--- config.mk ---
export PLATFORM = sky130hd
export DESIGN_NAME = mouse_pkt_encoder
export DESIGN_NICKNAME = d
export VERILOG_FILES = /design/src/rtl/mpe_pkg.sv /design/src/rtl/mpe_event_slot.sv /design/src/rtl/mpe_packet_build.sv /design/src/rtl/mpe_byte_serializer.sv /design/src/rtl/mouse_pkt_encoder.sv
export SDC_FILE = /design/constraint.sdc
export NUM_CORES = 1
export LEC_CHECK = 0
export BUFFER_PORTS_ARGS = -buffer_cell sky130_fd_sc_hd__buf_2
export CORE_AREA = 10 10 85 116
export DETAILED_ROUTE_END_ITERATION = 7
export DIE_AREA = 0 0 95 126
export PLACE_DENSITY = 0.61
export SLEW_MARGIN = 5
export SYNTH_ARGS = -nofsm -noshare
export SYNTH_HDL_FRONTEND = slang
export SYNTH_SLANG_ARGS = --single-unit
--- constraint.sdc ---
create_clock -name clk -period 7.3 [get_ports clk]
set_input_delay 1.095 -clock clk [delete_from_list [all_inputs] [get_ports clk]]
set_output_delay 1.095 -clock clk [all_outputs]
set_load 0.005 [all_outputs]
--- src/rtl/mpe_pkg.sv ---
package mpe_pkg;

    localparam int DELTA_W  = 16;
    localparam int PKT_LEN  = 5;
    localparam int MOT_LIM  = 127;
    localparam logic [7:0] SYNC_IDLE = 8'h87;

    typedef struct packed {
        logic signed [DELTA_W-1:0] dx;
        logic signed [DELTA_W-1:0] dy;
        logic                      left;
        logic                      mid;
        logic                      right;
    } mouse_evt_t;

    typedef logic [PKT_LEN-1:0][7:0] mouse_pkt_t;

    // Clamp a widened signed value into a symmetric signed byte.
    function automatic logic [7:0] clamp_byte(input logic signed [DELTA_W:0] v);
        logic signed [DELTA_W:0] hi;
        logic signed [DELTA_W:0] lo;
        hi = (DELTA_W+1)'(MOT_LIM);
        lo = -hi;
        if (v > hi)      return 8'(MOT_LIM);
        else if (v < lo) return 8'(-MOT_LIM);
        else             return v[7:0];
    endfunction

    function automatic logic [7:0] sync_byte(input mouse_evt_t e);
        return SYNC_IDLE ^ {5'b0, e.left, e.mid, e.right};
    endfunction

endpackage

--- src/rtl/mpe_event_slot.sv ---
module mpe_event_slot
    import mpe_pkg::*;
(
    input  logic       clk,
    input  logic       rst,
    input  logic       stb,
    input  mouse_evt_t evt_in,
    input  logic       take,
    output logic       held,
    output mouse_evt_t evt_out
);

    always_ff @(posedge clk) begin
        if (rst) begin
            held    <= 1'b0;
            evt_out <= '0;
        end else if (stb) begin
            held    <= 1'b1;
            evt_out <= evt_in;
        end else if (take) begin
            held    <= 1'b0;
        end
    end

    // a taken event leaves the slot unless a new one arrives
    a_r7_take_clears: assert property (@(posedge clk) disable iff (rst)
        (take && !stb) |=> !held);

    // a strobe always leaves an event held
    a_r7_stb_holds: assert property (@(posedge clk) disable iff (rst)
        stb |=> held);

endmodule

--- src/rtl/mpe_packet_build.sv ---
module mpe_packet_build
    import mpe_pkg::*;
(
    input  mouse_evt_t evt,
    output mouse_pkt_t pkt
);

    logic signed [DELTA_W:0] wide_x;
    logic signed [DELTA_W:0] wide_ny;

    always_comb begin
        wide_x  = {evt.dx[DELTA_W-1], evt.dx};
        wide_ny = -{evt.dy[DELTA_W-1], evt.dy};
    end

    assign pkt[0] = sync_byte(evt);
    assign pkt[1] = clamp_byte(wide_x);
    assign pkt[2] = clamp_byte(wide_ny);

    genvar g;
    generate
        for (g = 3; g < PKT_LEN; g++) begin : g_pad
            assign pkt[g] = 8'h00;
        end
    endgenerate

endmodule

--- src/rtl/mpe_byte_serializer.sv ---
module mpe_byte_serializer
    import mpe_pkg::*;
(
    input  logic       clk,
    input  logic       rst,
    input  logic       held,
    input  mouse_pkt_t next_pkt,
    output logic       take,
    output logic [7:0] out_data,
    input  logic       out_ready,
    output logic       out_valid
);

    localparam int IDX_W = $clog2(PKT_LEN);
    localparam logic [IDX_W-1:0] LAST = IDX_W'(PKT_LEN - 1);

    logic             busy;
    logic [IDX_W-1:0] idx;
    mouse_pkt_t       pkt_q;
    logic             xfer;
    logic             at_end;

    always_comb begin
        xfer   = busy && out_ready;
        at_end = xfer && (idx == LAST);
        take   = held && (!busy || at_end);
    end

    always_ff @(posedge clk) begin
        if (rst) begin
            busy  <= 1'b0;
            idx   <= '0;
            pkt_q <= '0;
        end else if (take) begin
            busy  <= 1'b1;
            idx   <= '0;
            pkt_q <= next_pkt;
        end else if (at_end) begin
            busy  <= 1'b0;
            idx   <= '0;
        end else if (xfer) begin
            idx   <= idx + 1'b1;
        end
    end

    assign out_valid = busy;
    assign out_data  = pkt_q[idx];

    // a stalled byte stays valid and unchanged
    a_r6_hold_stable: assert property (@(posedge clk) disable iff (rst)
        (out_valid && !out_ready) |=> (out_valid && $stable(out_data)));

    // fixed top bits of the sync byte
    a_r2_sync_top: assert property (@(posedge clk) disable iff (rst)
        (out_valid && idx == '0) |-> (out_data[7:3] == 5'b10000));

    // padding bytes are zero
    a_r5_pad_zero: assert property (@(posedge clk) disable iff (rst)
        (out_valid && idx >= IDX_W'(3)) |-> (out_data == 8'h00));

    // a clamped motion byte never holds the asymmetric extreme
    a_r3_motion_range: assert property (@(posedge clk) disable iff (rst)
        (out_valid && (idx == IDX_W'(1) || idx == IDX_W'(2))) |-> (out_data != 8'h80));

    // a held event starts as soon as the serializer is free
    a_r7_start_when_free: assert property (@(posedge clk) disable iff (rst)
        (held && !busy) |=> (busy && idx == '0));

endmodule

--- src/rtl/mouse_pkt_encoder.sv ---
module mouse_pkt_encoder
    import mpe_pkg::*;
(
    input  logic        clk,
    input  logic        rst,
    input  logic        evt_stb,
    input  logic [15:0] delta_x,
    input  logic [15:0] delta_y,
    input  logic        btn_left,
    input  logic        btn_mid,
    input  logic        btn_right,
    output logic [7:0]  out_data,
    output logic        out_valid,
    input  logic        out_ready
);

    mouse_evt_t evt_in;
    mouse_evt_t evt_held;
    mouse_pkt_t pkt_next;
    logic       held;
    logic       take;

    always_comb begin
        evt_in.dx    = delta_x;
        evt_in.dy    = delta_y;
        evt_in.left  = btn_left;
        evt_in.mid   = btn_mid;
        evt_in.right = btn_right;
    end

    mpe_event_slot u_slot (
        .clk     (clk),
        .rst     (rst),
        .stb     (evt_stb),
        .evt_in  (evt_in),
        .take    (take),
        .held    (held),
        .evt_out (evt_held)
    );

    mpe_packet_build u_build (
        .evt (evt_held),
        .pkt (pkt_next)
    );

    mpe_byte_serializer u_ser (
        .clk       (clk),
        .rst       (rst),
        .held      (held),
        .next_pkt  (pkt_next),
        .take      (take),
        .out_data  (out_data),
        .out_ready (out_ready),
        .out_valid (out_valid)
    );

    // no output in the cycle right after reset
    a_r1_reset_idle: assert property (@(posedge clk)
        $past(rst) |-> !out_valid);

endmodule

==> impl_metrics.env, run 1 <==
export IMPL_status="completed"
export IMPL_report_power_total_uw=793.0
export IMPL_nets=413
export IMPL_cts_root_buffer="clkbuf_8"
export IMPL_post_route_period_util_pct=40.20
export IMPL_worst_slew_pin_slew_ns=1.050
export IMPL_antenna_found_initial=0
export IMPL_fmax_ghz=0.3407
export IMPL_grt_pass1_wl_mm=11.32
export IMPL_cp_max_fo=10
export IMPL_slew_headroom_pct=29.97
export IMPL_critPathMaxStageDelay_ns=0.62
export IMPL_drv_cap=0
export IMPL_critPathCaptureType="flip-flop"
export IMPL_stdcell_area_um2=3401
export IMPL_h_tree_depth=3
export IMPL_dieWidth_um=95
export IMPL_path_cells="inv_1 -> ha_1 -> or3b_1 -> a21oi_1 -> or3_2 -> a2111oi_2 -> o211ai_1 -> a211oi_2"
export IMPL_crit_path_top_delay_cell="a2111oi_2"
export IMPL_layout_drive_gt1_share_pct=21.87
export IMPL_insertedDiodeCount=0
export IMPL_period_needed_ns=2.935
export IMPL_drt_total_wl_mm=6.586
export IMPL_grt_max_degree=56
export IMPL_core_area_um2=7702
export IMPL_setup_viol=0
export IMPL_synth_seq_cells=60
export IMPL_drt_iter0_drc=170
export IMPL_synth_net_count=376
export IMPL_wl_per_cell_um=13.87
export IMPL_io_pins=48
export IMPL_grt_overflow=0
export IMPL_grt_pass1_vias=2413
export IMPL_cts_sinks=60
export IMPL_cts_resized=0
export IMPL_finalHoldViolations=0
export IMPL_syn_inst=333
export IMPL_area_growth_pct=13.39
export IMPL_p_leak_nw=1.458
export IMPL_cts_hold_fix_buffers=0
export IMPL_synth_main_ff_cell="dfxtp_1"
export IMPL_rows=38
export IMPL_slew_viol_final=0
export IMPL_layout_common_cells="nor2_1, dfxtp_1, buf_2"
export IMPL_hold_path_class="reg -> reg"
export IMPL_die_h_um=126
export IMPL_worst_hold_slack_ns=0.4374
export IMPL_final_core_util_pct=44.15
export IMPL_vias_per_cell=5.046
export IMPL_skew_ns=0.01294
export IMPL_cp_arrival_ns=3.19
export IMPL_drc=0
export IMPL_peakVddDrop_mv=0.1137
export IMPL_postSynthAreaPerCell_um2=9.006
export IMPL_track_usage_pct=11.54
export IMPL_required_ns=7.55
export IMPL_io_buffers=47
export IMPL_synth_area_um2=2999
export IMPL_cts_setup_buffers=0
export IMPL_setup_tns_ns=0
export IMPL_synthArstFlopShare_pct=0
export IMPL_placedInstanceArea_um2=3193
export IMPL_clk_latency_ns=0.34
export IMPL_dp_hpwl_mm=4.912
export IMPL_crit_type="reg -> reg"
export IMPL_dr_pass1_iters=4
export IMPL_path_delay_family="compound AO/OA/AOI/OAI gates"
export IMPL_yosysWarnings=0
export IMPL_final_common_cell="nor2_1"
export IMPL_numCtsBuffers=9
export IMPL_synth_edf_count=0
export IMPL_cp_num_buf_inv=1
export IMPL_ant_nets=0
export IMPL_path_clk_slew_ns=0.07
export IMPL_dieArea_um2=11970
export IMPL_cts_buffer_depth=2
export IMPL_cts_tree="yes"
export IMPL_p_per_area_nw_per_um2=233.2
export IMPL_initial_core_util_pct=38.94
export IMPL_place_gp_congestion=0.7368
export IMPL_ys_seq_area_share_pct=40.05
export IMPL_vias=2397
export IMPL_synth_distinct_cells=53
export IMPL_cp_start_kind="flip-flop"
export IMPL_rsz0062_at_grt="no"
[power by group]
group	internal, mW	switching, mW
Clock	0.170	0.140
Combinational	0.0532	0.0607
Sequential	0.348	0.0212
Total	0.571	0.222
[worst reg2reg max path, stage by stage (launching register included)]
cell and delay, ns:
dfxtp_1 0.49, inv_1 0.13, ha_1 0.28, or3b_1 0.38, a21oi_1 0.10, or3_2 0.43, a2111oi_2 0.62, o211ai_1 0.19
a211oi_2 0.23
[cells in the mapped netlist, types with 3 or more instances]
library cell / n / area share, %
a22oi_1: 5 / 1.3
buf_6: 6 / 2.3
a21oi_1: 9 / 1.5
xor2_1: 4 / 1.2
inv_1: 4 / 0.50
mux2i_1: 43 / 14
nor3_1: 11 / 1.8
o21ai_1: 4 / 0.67
nor4_1: 6 / 1.3
clkbuf_1: 11 / 1.4
o21ai_0: 10 / 1.7
ha_1: 4 / 1.7
nor2_1: 76 / 9.5
nand3_1: 3 / 0.50
and2_1: 3 / 0.63
o31ai_1: 3 / 0.75
or2_2: 3 / 0.63
a211oi_1: 8 / 2.0
nand4_1: 3 / 0.63
dfxtp_1: 60 / 40
nand2_1: 14 / 1.8
xnor2_1: 3 / 0.88
[layout make-up]
class	instances	area (µm²)
fillers	823	4302
multi-input cells	247	1609
flip-flops and latches	60	1201
repair buffers	48	242.7
clock buffers	10	137.6
well taps	100	125.1
clock inverters	6	70.07
inverters	4	15.01
[metrics by stage]
step / std cells / setup slack (ns)
after floorplan: 333 / 4.744
after detailed placement: 459 / 4.228
after global placement: 459 / 4.296
after CTS: 475 / 4.348
final: 475 / 4.365
after global routing: 475 / 4.115
[cell families (layout without fill, tap and decap cells)]
group	Yosys count	after routing	share of synthesized area (%)
multiplexers	43	43	14.35
flip-flops	60	60	40.05
buffers and inverters	26	68	6.300
XOR/XNOR	7	7	2.044
AND/OR/NAND/NOR	139	139	22.53
adder cells (fa/ha/maj)	4	4	1.669
AO/OA/AOI/OAI	54	54	13.06
[flip-flops by register name, indices dropped and copies added (netlist names)]
register         cells
u_ser.idx            3
u_ser.out_valid      1
u_ser.pkt_q         20
u_slot.evt_out      35
u_slot.held          1
[layer usage]
layer,part of all wire [%],vias to the layer above,global-route usage (%)
li1,-,1249,-
met1,43,1113,13.54
met2,52,30,19.17
met3,3.9,5,3.627
met4,1.1,0,3.975
met5,0,-,0
[final timing paths]
path | end | cells past startpoint | slack, ns | from
worst min-delay path | u_ser.pkt_q[1] | 1 | 0.44 | u_slot.evt_out[1]
worst max register to register | u_ser.pkt_q[19] | 8 | 4.37 | u_slot.evt_out[3]
worst min register to register | u_ser.pkt_q[1] | 1 | 0.44 | u_slot.evt_out[1]
worst max-delay path | u_ser.pkt_q[19] | 8 | 4.37 | u_slot.evt_out[3]
Note: power is estimated with default switching activity, not from simulation.
==> run 2: changes to the inputs <==
==> constraint.sdc (replaced) <==
create_clock -name clk -period 2.85 [get_ports clk]
set_input_delay 0.4275 -clock clk [delete_from_list [all_inputs] [get_ports clk]]
set_output_delay 0.4275 -clock clk [all_outputs]
set_load 0.005 [all_outputs]
==> impl_metrics.env, run 2 (synthesized netlist as in run 1, its figures left out) <==
export IMPL_ff2ff_path_depth=10
export IMPL_rows=38
export IMPL_largest_reg_flops=35
export IMPL_wl_per_cell_um=13.91
export IMPL_path_clk_slew_ns=0.07
export IMPL_cp_max_fo=8
export IMPL_grt_pass1_wl_mm=11.14
export IMPL_dieWidth_um=95
export IMPL_antenna_found_initial=0
export IMPL_ant_nets=0
export IMPL_initial_core_util_pct=38.94
export IMPL_cts_resized=0
export IMPL_cts_setup_buffers=0
export IMPL_wl_met3_um=283
export IMPL_final_common_cell="nor2_1"
export IMPL_r2r_end="u_ser.pkt_q[19]"
export IMPL_required_ns=3.12
export IMPL_cts_hold_fix_buffers=0
export IMPL_clk_latency_ns=0.35
export IMPL_insertedDiodeCount=0
export IMPL_fin_ws_ns=0.2843
export IMPL_reg_top3="u_slot.evt_out x35, u_ser.pkt_q x20, u_ser.idx x3"
export IMPL_skew_ns=0.01073
export IMPL_hold_path_class="in -> reg"
export IMPL_status="completed"
export IMPL_regArea_um2=1201
export IMPL_drc=0
export IMPL_cts_tree="yes"
export IMPL_drt_total_wl_mm=6.706
export IMPL_dpl_worst_slack_ns=0.2264
export IMPL_area_growth_pct=16.02
export IMPL_p_leak_nw=1.491
export IMPL_place_gp_congestion=0.7628
export IMPL_core_area_um2=7702
export IMPL_drv_cap=0
export IMPL_multi_input_area_um2=1614
export IMPL_grt_pass1_vias=2418
export IMPL_min_delay_start="delta_y[3]"
export IMPL_cp_start_kind="flip-flop"
export IMPL_peakVddDrop_mv=0.3730
export IMPL_cts_root_buffer="clkbuf_8"
export IMPL_post_route_period_util_pct=90.03
export IMPL_drt_iter0_drc=66
export IMPL_n_fill_cell=815
export IMPL_setup_viol=0
export IMPL_die_h_um=126
export IMPL_vias_per_cell=5.062
export IMPL_cts_sinks=60
export IMPL_period_needed_ns=2.566
export IMPL_cts_buffer_depth=2
export IMPL_rsz0062_at_grt="no"
export IMPL_finalHoldViolations=0
export IMPL_setup_tns_ns=0
export IMPL_top_layer="met4"
export IMPL_grt_overflow=0
export IMPL_track_usage_pct=11.65
export IMPL_regMostFlops="u_slot.evt_out"
export IMPL_h_tree_depth=3
export IMPL_cp_arrival_ns=2.84
export IMPL_slew_headroom_pct=66.25
export IMPL_r2r_slack_ns=0.28
export IMPL_io_buffers=47
export IMPL_p_per_area_nw_per_um2=599.4
export IMPL_met1Wirelength_mm=2.828
export IMPL_worstReg2RegStart="u_slot.evt_out[4]"
export IMPL_layout_common_cells="nor2_1, dfxtp_1, buf_2"
export IMPL_layout_drive_gt1_share_pct=23.56
export IMPL_wl_met2_mm=3.441
export IMPL_hold_depth=3
export IMPL_worst_slew_pin_slew_ns=0.5063
export IMPL_min_to="u_slot.evt_out[6]"
export IMPL_grt_max_degree=37
export IMPL_numCtsBuffers=9
export IMPL_fmax_ghz=0.3898
export IMPL_crit_type="reg -> reg"
export IMPL_nets=420
export IMPL_slew_viol_final=0
export IMPL_worst_hold_slack_ns=0.3133
export IMPL_vias=2440
export IMPL_report_power_total_mw=2.086
export IMPL_io_pins=48
export IMPL_dieArea_um2=11970
export IMPL_dr_pass1_iters=4
export IMPL_dp_hpwl_mm=5.014
export IMPL_critPathCaptureType="flip-flop"
## run 2: cell count changes in the layout (fill, tap and decap cells not counted), sizes merged
| cell | change |
|---|---|
| buf | +7 |
| bufinv | +1 |
| clkinv | -1 |
| clkinvlp | +2 |
| inv | -2 |
## run 2: worst max-delay path, stage by stage, from the launching register on
cell	delay, ns
dfxtp_1	0.45
inv_1	0.10
ha_2	0.22
or3b_4	0.27
buf_4	0.14
a21oi_1	0.06
or3_2	0.43
a2111oi_2	0.30
buf_4	0.20
o211ai_1	0.10
a211oi_2	0.22
## run 2: per-stage QoR
step / cell area [µm²] / utilization [%] / instances
after floorplan: 2999 / - / 333
final: 3480 / 45.18 / 482
after detailed placement: 3258 / 42.30 / 466
after global placement: 3258 / 42.30 / 466
after global routing: 3480 / 45.18 / 482
after CTS: 3475 / 45.11 / 482
## run 2: worst max-delay path by stage
| stage | end | start | cells past startpoint |
|---|---|---|---|
| floorplan | u_ser.pkt_q[16] | u_slot.evt_out[3] | 10 |
| global placement | u_ser.pkt_q[16] | u_slot.evt_out[4] | 9 |
| detailed placement | u_ser.pkt_q[16] | u_slot.evt_out[4] | 9 |
| CTS | u_ser.pkt_q[19] | u_slot.evt_out[4] | 10 |
| global route | u_ser.pkt_q[18] | u_slot.evt_out[4] | 10 |
| finish | u_ser.pkt_q[19] | u_slot.evt_out[4] | 10 |
## run 2: layout make-up
cell class,count,share of cell area [%]
clock buffers,10,3.668
inverters,4,0.4315
multi-input cells,247,46.39
well taps,100,3.596
flip-flops and latches,60,34.52
clock inverters,6,2.553
repair buffers,55,8.846
## run 2: report_power, final
group	switching, mW	internal (mW)
combinational	0.161	0.148
sequential	0.0504	0.893
clock	0.341	0.492
## run 2: layer usage
layer,track usage [%],vias up
met5,0,-
met4,5.565,0
met3,4.102,11
met2,19.89,33
met1,12.31,1130
li1,-,1266
